[src/rtl/dma_pkg.sv]
package dma_pkg;
   typedef enum logic [1:0] {
      ST_IDLE = 2'd0,
      ST_HOLD = 2'd1,
      ST_MOVE = 2'd2
   } seq_state_t;

   localparam logic [1:0] SEL_ADDR  = 2'd0;
   localparam logic [1:0] SEL_COUNT = 2'd1;
   localparam logic [1:0] SEL_DIR   = 2'd2;

   localparam logic DIR_MEM2IO = 1'b0;
   localparam logic DIR_IO2MEM = 1'b1;
endpackage

[src/rtl/dma_chan_reg.sv]
module dma_chan_reg #(
   parameter int AW = 16,
   parameter int CW = 16
) (
   input  logic          clk,
   input  logic          rst_n,
   input  logic          wr_addr,
   input  logic          wr_cnt,
   input  logic          wr_dir,
   input  logic [AW-1:0] addr_in,
   input  logic [CW-1:0] cnt_in,
   input  logic          dir_in,
   input  logic          step,
   output logic [AW-1:0] addr_q,
   output logic [CW-1:0] cnt_q,
   output logic          dir_q
);
   always_ff @(posedge clk or negedge rst_n) begin
      if (!rst_n) begin
         addr_q <= '0;
         cnt_q  <= '0;
         dir_q  <= 1'b0;
      end else begin
         if (wr_addr)   addr_q <= addr_in;
         else if (step) addr_q <= addr_q + AW'(1);
         if (wr_cnt)    cnt_q  <= cnt_in;
         else if (step) cnt_q  <= cnt_q - CW'(1);
         if (wr_dir)    dir_q  <= dir_in;
      end
   end

   AST_ADDR_STEP: assert property (@(posedge clk) disable iff (!rst_n)
      (step && !wr_addr) |=> addr_q == $past(addr_q) + AW'(1));
   AST_CNT_STEP: assert property (@(posedge clk) disable iff (!rst_n)
      (step && !wr_cnt) |=> cnt_q == $past(cnt_q) - CW'(1));
endmodule

[src/rtl/dma_prio.sv]
module dma_prio #(
   parameter int N_CH = 4,
   localparam int IDXW = $clog2(N_CH)
) (
   input  logic [N_CH-1:0] req,
   output logic            gnt_valid,
   output logic [IDXW-1:0] gnt_idx
);
   always_comb begin
      gnt_valid = 1'b0;
      gnt_idx   = '0;
      for (int i = N_CH - 1; i >= 0; i--) begin
         if (req[i]) begin
            gnt_valid = 1'b1;
            gnt_idx   = IDXW'(i);
         end
      end
   end

   always_comb begin
      if (gnt_valid) assert (req[gnt_idx]);
   end
endmodule

[src/rtl/dma_seq.sv]
module dma_seq
   import dma_pkg::*;
#(
   parameter int IDXW = 2,
   parameter int CW   = 16
) (
   input  logic            clk,
   input  logic            rst_n,
   input  logic            req_any,
   input  logic [IDXW-1:0] win_idx,
   input  logic            hlda,
   input  logic [CW-1:0]   cur_cnt,
   output logic            hrq,
   output logic [IDXW-1:0] act_idx,
   output logic            moving,
   output logic            step,
   output logic            done
);
   seq_state_t state_q;

   assign hrq    = (state_q != ST_IDLE);
   assign moving = (state_q == ST_MOVE);
   assign step   = moving && hlda;
   assign done   = step && (cur_cnt == '0);

   always_ff @(posedge clk or negedge rst_n) begin
      if (!rst_n) begin
         state_q <= ST_IDLE;
         act_idx <= '0;
      end else begin
         case (state_q)
            ST_IDLE: if (req_any) begin
               state_q <= ST_HOLD;
               act_idx <= win_idx;
            end
            ST_HOLD: if (hlda) state_q <= ST_MOVE;
            ST_MOVE: if (done) state_q <= ST_IDLE;
            default: state_q <= ST_IDLE;
         endcase
      end
   end

   AST_HRQ_HELD: assert property (@(posedge clk) disable iff (!rst_n)
      (moving && !done) |=> hrq);
   AST_RELEASE: assert property (@(posedge clk) disable iff (!rst_n)
      done |=> !hrq);
   AST_REQ_TO_HOLD: assert property (@(posedge clk) disable iff (!rst_n)
      (!hrq && req_any) |=> hrq && !moving);
endmodule

[src/rtl/dma_flyby.sv]
module dma_flyby
   import dma_pkg::*;
#(
   parameter int N_CH   = 4,
   parameter int AW     = 16,
   parameter int CW     = 16,
   parameter int DATA_W = 16,
   localparam int IDXW  = $clog2(N_CH)
) (
   input  logic              clk,
   input  logic              rst_n,
   input  logic              cfg_we,
   input  logic [IDXW-1:0]   cfg_ch,
   input  logic [1:0]        cfg_sel,
   input  logic [DATA_W-1:0] cfg_wdata,
   input  logic              stat_rd,
   output logic [N_CH-1:0]   tc_status,
   output logic              irq,
   input  logic [N_CH-1:0]   dreq,
   output logic [N_CH-1:0]   dack,
   output logic              hrq,
   input  logic              hlda,
   output logic [AW-1:0]     mem_addr,
   output logic              mem_rd,
   output logic              mem_wr,
   output logic              io_rd,
   output logic              io_wr
);
   if (N_CH < 2 || N_CH > 16) begin : g_bad_nch
      $error("N_CH must lie in 2..16");
   end
   if (DATA_W < AW || DATA_W < CW) begin : g_bad_dw
      $error("DATA_W must cover AW and CW");
   end

   logic [AW-1:0]   addr_arr [N_CH];
   logic [CW-1:0]   cnt_arr  [N_CH];
   logic [N_CH-1:0] dir_arr;
   logic            win_valid, moving, step, done;
   logic [IDXW-1:0] win_idx, act_idx;
   logic [N_CH-1:0] tc_q;
   logic            cfg_ok;

   assign cfg_ok = cfg_we && !hrq;

   for (genvar c = 0; c < N_CH; c++) begin : g_ch
      logic hit;
      assign hit = cfg_ok && (cfg_ch == IDXW'(c));
      dma_chan_reg #(.AW(AW), .CW(CW)) u_reg (
         .clk     (clk),
         .rst_n   (rst_n),
         .wr_addr (hit && cfg_sel == SEL_ADDR),
         .wr_cnt  (hit && cfg_sel == SEL_COUNT),
         .wr_dir  (hit && cfg_sel == SEL_DIR),
         .addr_in (cfg_wdata[AW-1:0]),
         .cnt_in  (cfg_wdata[CW-1:0]),
         .dir_in  (cfg_wdata[0]),
         .step    (step && act_idx == IDXW'(c)),
         .addr_q  (addr_arr[c]),
         .cnt_q   (cnt_arr[c]),
         .dir_q   (dir_arr[c])
      );
      assign dack[c] = moving && (act_idx == IDXW'(c));
   end

   dma_prio #(.N_CH(N_CH)) u_prio (
      .req       (dreq),
      .gnt_valid (win_valid),
      .gnt_idx   (win_idx)
   );

   dma_seq #(.IDXW(IDXW), .CW(CW)) u_seq (
      .clk     (clk),
      .rst_n   (rst_n),
      .req_any (win_valid),
      .win_idx (win_idx),
      .hlda    (hlda),
      .cur_cnt (cnt_arr[act_idx]),
      .hrq     (hrq),
      .act_idx (act_idx),
      .moving  (moving),
      .step    (step),
      .done    (done)
   );

   assign mem_addr = moving ? addr_arr[act_idx] : '0;
   assign mem_rd   = step && (dir_arr[act_idx] == DIR_MEM2IO);
   assign io_wr    = step && (dir_arr[act_idx] == DIR_MEM2IO);
   assign io_rd    = step && (dir_arr[act_idx] == DIR_IO2MEM);
   assign mem_wr   = step && (dir_arr[act_idx] == DIR_IO2MEM);

   always_ff @(posedge clk or negedge rst_n) begin
      if (!rst_n) begin
         tc_q <= '0;
      end else begin
         for (int c = 0; c < N_CH; c++) begin
            if (done && act_idx == IDXW'(c)) tc_q[c] <= 1'b1;
            else if (stat_rd)                tc_q[c] <= 1'b0;
         end
      end
   end

   assign tc_status = tc_q;
   assign irq       = |tc_q;

   AST_DACK_NEEDS_HRQ: assert property (@(posedge clk) disable iff (!rst_n)
      (|dack) |-> hrq);
   AST_STROBE_NEEDS_HLDA: assert property (@(posedge clk) disable iff (!rst_n)
      (mem_rd || mem_wr || io_rd || io_wr) |-> hlda);
   AST_ONE_DIRECTION: assert property (@(posedge clk) disable iff (!rst_n)
      !(mem_rd && mem_wr) && !(io_rd && io_wr));
   AST_IRQ_ON_DONE: assert property (@(posedge clk) disable iff (!rst_n)
      done |=> irq);
   AST_TC_CLEARS: assert property (@(posedge clk) disable iff (!rst_n)
      (stat_rd && !done) |=> (tc_status == '0));
   AST_DACK_ONEHOT: assert property (@(posedge clk) disable iff (!rst_n)
      $onehot0(dack));
endmodule

[config.mk]
export PLATFORM = sky130hd
export DESIGN_NAME = dma_flyby
export DESIGN_NICKNAME = d
export VERILOG_FILES = /design/src/rtl/dma_pkg.sv /design/src/rtl/dma_chan_reg.sv /design/src/rtl/dma_prio.sv /design/src/rtl/dma_seq.sv /design/src/rtl/dma_flyby.sv
export SDC_FILE = /design/constraint.sdc
export NUM_CORES = 1
export LEC_CHECK = 0
export BUFFER_PORTS_ARGS = -buffer_cell sky130_fd_sc_hd__clkbuf_2
export CELL_PAD_IN_SITES_DETAIL_PLACEMENT = 0
export CELL_PAD_IN_SITES_GLOBAL_PLACEMENT = 1
export CORE_ASPECT_RATIO = 0.75
export CORE_MARGIN = 2
export CORE_UTILIZATION = 35
export CTS_BUF_LIST = sky130_fd_sc_hd__clkbuf_4
export DETAILED_ROUTE_END_ITERATION = 8
export PLACE_DENSITY_LB_ADDON = 0.12
export SYNTH_ARGS = -nofsm -noshare
export SYNTH_HDL_FRONTEND = slang
export SYNTH_SLANG_ARGS = --single-unit
[constraint.sdc]
create_clock -name clk -period 2.65 [get_ports clk]
set_clock_uncertainty 0.15 [all_clocks]
set_input_delay 0 -clock clk [delete_from_list [all_inputs] [get_ports clk]]
set_output_delay 0 -clock clk [all_outputs]
set_load 0.02 [all_outputs]
==> flow_metrics.env <==
export IMPL_endpoint_kind="flip-flop"
export IMPL_ys_ff_latch=140
export IMPL_internal_power_mw=5.81
export IMPL_dp_hpwl_mm=20.4
export IMPL_setup_viol=0
export IMPL_final_hold_violation_count=0
export IMPL_syn_inst=933
export IMPL_dpl_cell_count=1264
export IMPL_finalCritPeriodShare_pct=95.9
export IMPL_combPwrFrac_pct=37.0
export IMPL_synth_cell_types=68
export IMPL_yosysWarnings=0
export IMPL_h_tree_depth=4
export IMPL_clk_path_buf_depth=2
export IMPL_ir_drop_mv=0.424
export IMPL_critPathMaxFanout=22
export IMPL_max_slew_margin_pct=49.4
export IMPL_drv_cap=0
export IMPL_power_density_nw_per_um2=1020
export IMPL_finalSetupTns_ns=0
export IMPL_gp_congestion=0.837
export IMPL_initial_utilization_pct=36.0
export IMPL_grt_pass1_vias=7118
export IMPL_p_leak_nw=4.03
export IMPL_drtIter0Drc=600
export IMPL_fin_util_pct=42.2
export IMPL_num_rows=48
export IMPL_synthesis_nets=970
export IMPL_path_clk_slew_ns=0.14
export IMPL_syn_area_sq_um=8370
export IMPL_wire_per_inst_microns=22.4
export IMPL_achievable_frequency_mhz=394
export IMPL_grt_setup_unrepaired="false"
export IMPL_p_switching_mw=4.18
export IMPL_viasPerCell=5.78
export IMPL_grt_ovfl_total=0
export IMPL_clock_latency_ns=0.58
export IMPL_grt_max_degree=72
export IMPL_hp_class="in -> reg"
export IMPL_ios=59
export IMPL_status="completed"
export IMPL_cts_root_buffer="clkbuf_4"
export IMPL_cts_tree="built"
export IMPL_wirelength_mm=29.8
export IMPL_worst_slew_pin_slew_ns=0.758
export IMPL_grt_first_pass_wirelength_mm=45.3
export IMPL_drive_above_1_share_pct=16.8
export IMPL_cts_sinks=140
export IMPL_core_area_sq_um=23200
export IMPL_die_h_microns=138
export IMPL_synth_top_area_share_pct=41.8
export IMPL_seqPwrFrac_pct=42.9
export IMPL_synth_area_per_cell_sq_um=8.97
export IMPL_crit_required_ns=3.00
export IMPL_synth_area_leaders="dfrtp_1 (42%), nand2_1 (6.4%), mux4_2 (4.6%)"
export IMPL_layout_min_cycle_time_ns=2.54
export IMPL_nets=1054
export IMPL_yosysSeqAreaShare_pct=41.8
export IMPL_synth_edf_count=0
export IMPL_synth_area_leader_cell="dfrtp_1"
export IMPL_die_w_microns=183
export IMPL_dieArea_sq_um=25200
export IMPL_finalMaxSlewViolations=0
export IMPL_vias=7696
export IMPL_cts_buffers=17
export IMPL_fin_cells=1331
export IMPL_area_delta_synth_final_pct=17.1
export IMPL_ant_nets=0
export IMPL_dr_pass1_iters=5
export IMPL_clock_power_share_pct=20.1
export IMPL_asyncSetResetFlopFracSynth_pct=100
export IMPL_antenna_found_initial=1
export IMPL_startpoint_type="flip-flop"
export IMPL_arrival_ns=2.90
export IMPL_crit_type="reg -> reg"
export IMPL_synthFlopType="dfrtp_1"
export IMPL_io_buffers=58
export IMPL_swShare_pct=41.9
export IMPL_drc=0
export IMPL_grt_use_total_pct=24.5
## power by group through the flow
stage          clock network [mW]  registers [mW]  logic, mW
2_1_floorplan                   0            3.82       2.72
3_3_place_gp                    0            4.33       3.55
3_5_place_dp                    0            4.29       3.57
4_1_cts                      2.04            4.24       3.69
5_1_grt                      2.13            4.44       4.07
6_report                     2.00            4.28       3.70
## synthesized netlist by cell type, types with 5 or more instances
cell type / count
a221o_1: 18
inv_1: 21
nand2_1: 143
or3_1: 11
o21ai_1: 15
xnor2_1: 24
a31oi_1: 6
o311ai_0: 16
dfrtp_1: 140
mux2_2: 8
nor2b_1: 20
and3_1: 10
ha_1: 8
a22oi_1: 12
nor2_1: 72
nor4_1: 18
xor2_1: 19
nor3_1: 24
a21oi_1: 17
nand3_1: 64
o211ai_1: 24
clkbuf_1: 31
nand3b_1: 5
nand4_1: 21
buf_2: 19
o21ai_0: 58
or4_1: 11
mux4_2: 17
buf_4: 7
## registers in the layout, summed over array words and instances (netlist names)
name               flops
g_ch.u_reg.dir_q       4
tc_status              4
g_ch.u_reg.cnt_q      64
u_seq.state_q          2
g_ch.u_reg.addr_q     64
u_seq.act_idx          2
## worst max-delay path: stages, from the launching register on
cell and delay [ns]:
dfrtp_1 0.50, nor4b_4 0.49, buf_4 0.22, and3_1 0.15
buf_4 0.24, nand2_1 0.08, dlygate4sd3_1 0.55, o21ai_0 0.07
## area by class of cell
type                            count  area, sq um
Fill cell                        2302        13400
Multi-Input combinational cell    709         4510
Sequential cell                   140         3510
Timing Repair Buffer              128          933
Tap cell                          300          375
Clock inverter                     15          279
Clock buffer                       17          128
Inverter                           21         78.8
Antenna cell                        1         2.50
## timing repair
action                                 4_1_cts  5_1_grt
setup endpoints to repair                    8        4
setup buffers                                1        0
hold buffers                                33        0
endpoints found under the hold margin      280        0
gates resized for setup                      1        2
pin swaps                                    0        0
gates cloned                                 0        0
## path summary, 6_finish.rpt
check / startpoint / to / slack [ns] / cells after the start
worst max-delay path: u_seq.state_q[1]$_DFFE_PN0P_ / g_ch[2].u_reg.cnt_q[2]$_DFFE_PN0P_ / 0.11 / 7
worst min-delay path: stat_rd / tc_status[2]$_DFFE_PN0P_ / 0.13 / 4
worst max register to register: u_seq.state_q[1]$_DFFE_PN0P_ / g_ch[2].u_reg.cnt_q[2]$_DFFE_PN0P_ / 0.11 / 7
worst min register to register: g_ch[3].u_reg.dir_q$_DFFE_PN0P_ / g_ch[3].u_reg.dir_q$_DFFE_PN0P_ / 0.37 / 1
max in group asynchronous: rst_n / g_ch[1].u_reg.cnt_q[6]$_DFFE_PN0P_ / 1.18 / 4
min in group asynchronous: rst_n / g_ch[3].u_reg.cnt_q[9]$_DFFE_PN0P_ / 0.37 / 3
## layer usage
metal / wire, microns / vias to the layer above / part of all wire [%] / global-route usage [%]
li1: - / 3612 / - / -
met1: 15200 / 3808 / 51 / 38.0
met2: 12200 / 246 / 41 / 34.5
met3: 1870 / 30 / 6.3 / 4.94
met4: 552 / 0 / 1.9 / 5.91
met5: 0 / - / 0 / 0
## stage by stage
step | worst slack [ns] | cell area [sq um] | total power [mW] | hold slack, ns
2_1_floorplan | 0.518 | 8370 | 6.54 | -0.446
3_3_place_gp | 0.324 | 9050 | 7.88 | -0.0661
3_5_place_dp | 0.317 | 9050 | 7.86 | -0.0660
4_1_cts | 0.0774 | 9800 | 9.97 | 0.0798
5_1_grt | 0.0532 | 9810 | 10.6 | 0.105
6_report | 0.109 | 9810 | 9.99 | 0.126
## kinds of logic after synthesis
logic type	synth area share (%)
AND/OR/NAND/NOR	25.7
multiplexers	5.65
AO/OA/AOI/OAI	16.7
adder cells (fa/ha/maj)	1.20
XOR/XNOR	4.50
flip-flops	41.8
buffers and inverters	4.41
## layout by cell type, fill, tap and decap left out, types with 5 or more instances in the layout
cell type / Yosys / final
nand2_1: 143 / 143
dfrtp_1: 140 / 138
nor2_1: 72 / 72
nand3_1: 64 / 64
o21ai_0: 58 / 58
clkbuf_2: 3 / 57
buf_4: 7 / 34
dlygate4sd3_1: 0 / 33
o211ai_1: 24 / 24
xnor2_1: 24 / 24
nor3_1: 24 / 23
inv_1: 21 / 21
nand4_1: 21 / 21
nor2b_1: 20 / 20
xor2_1: 19 / 19
a221o_1: 18 / 18
nor4_1: 18 / 18
mux4_2: 17 / 17
a21oi_1: 17 / 17
clkbuf_4: 0 / 17
o311ai_0: 16 / 16
o21ai_1: 15 / 15
a22oi_1: 12 / 12
or4_1: 11 / 11
or3_1: 11 / 11
and3_1: 10 / 10
mux2_2: 8 / 8
ha_1: 8 / 8
bufinv_16: 0 / 7
a31oi_1: 6 / 6
inv_6: 0 / 6
nand3b_1: 5 / 5
Power figures use the tool's default switching activity.
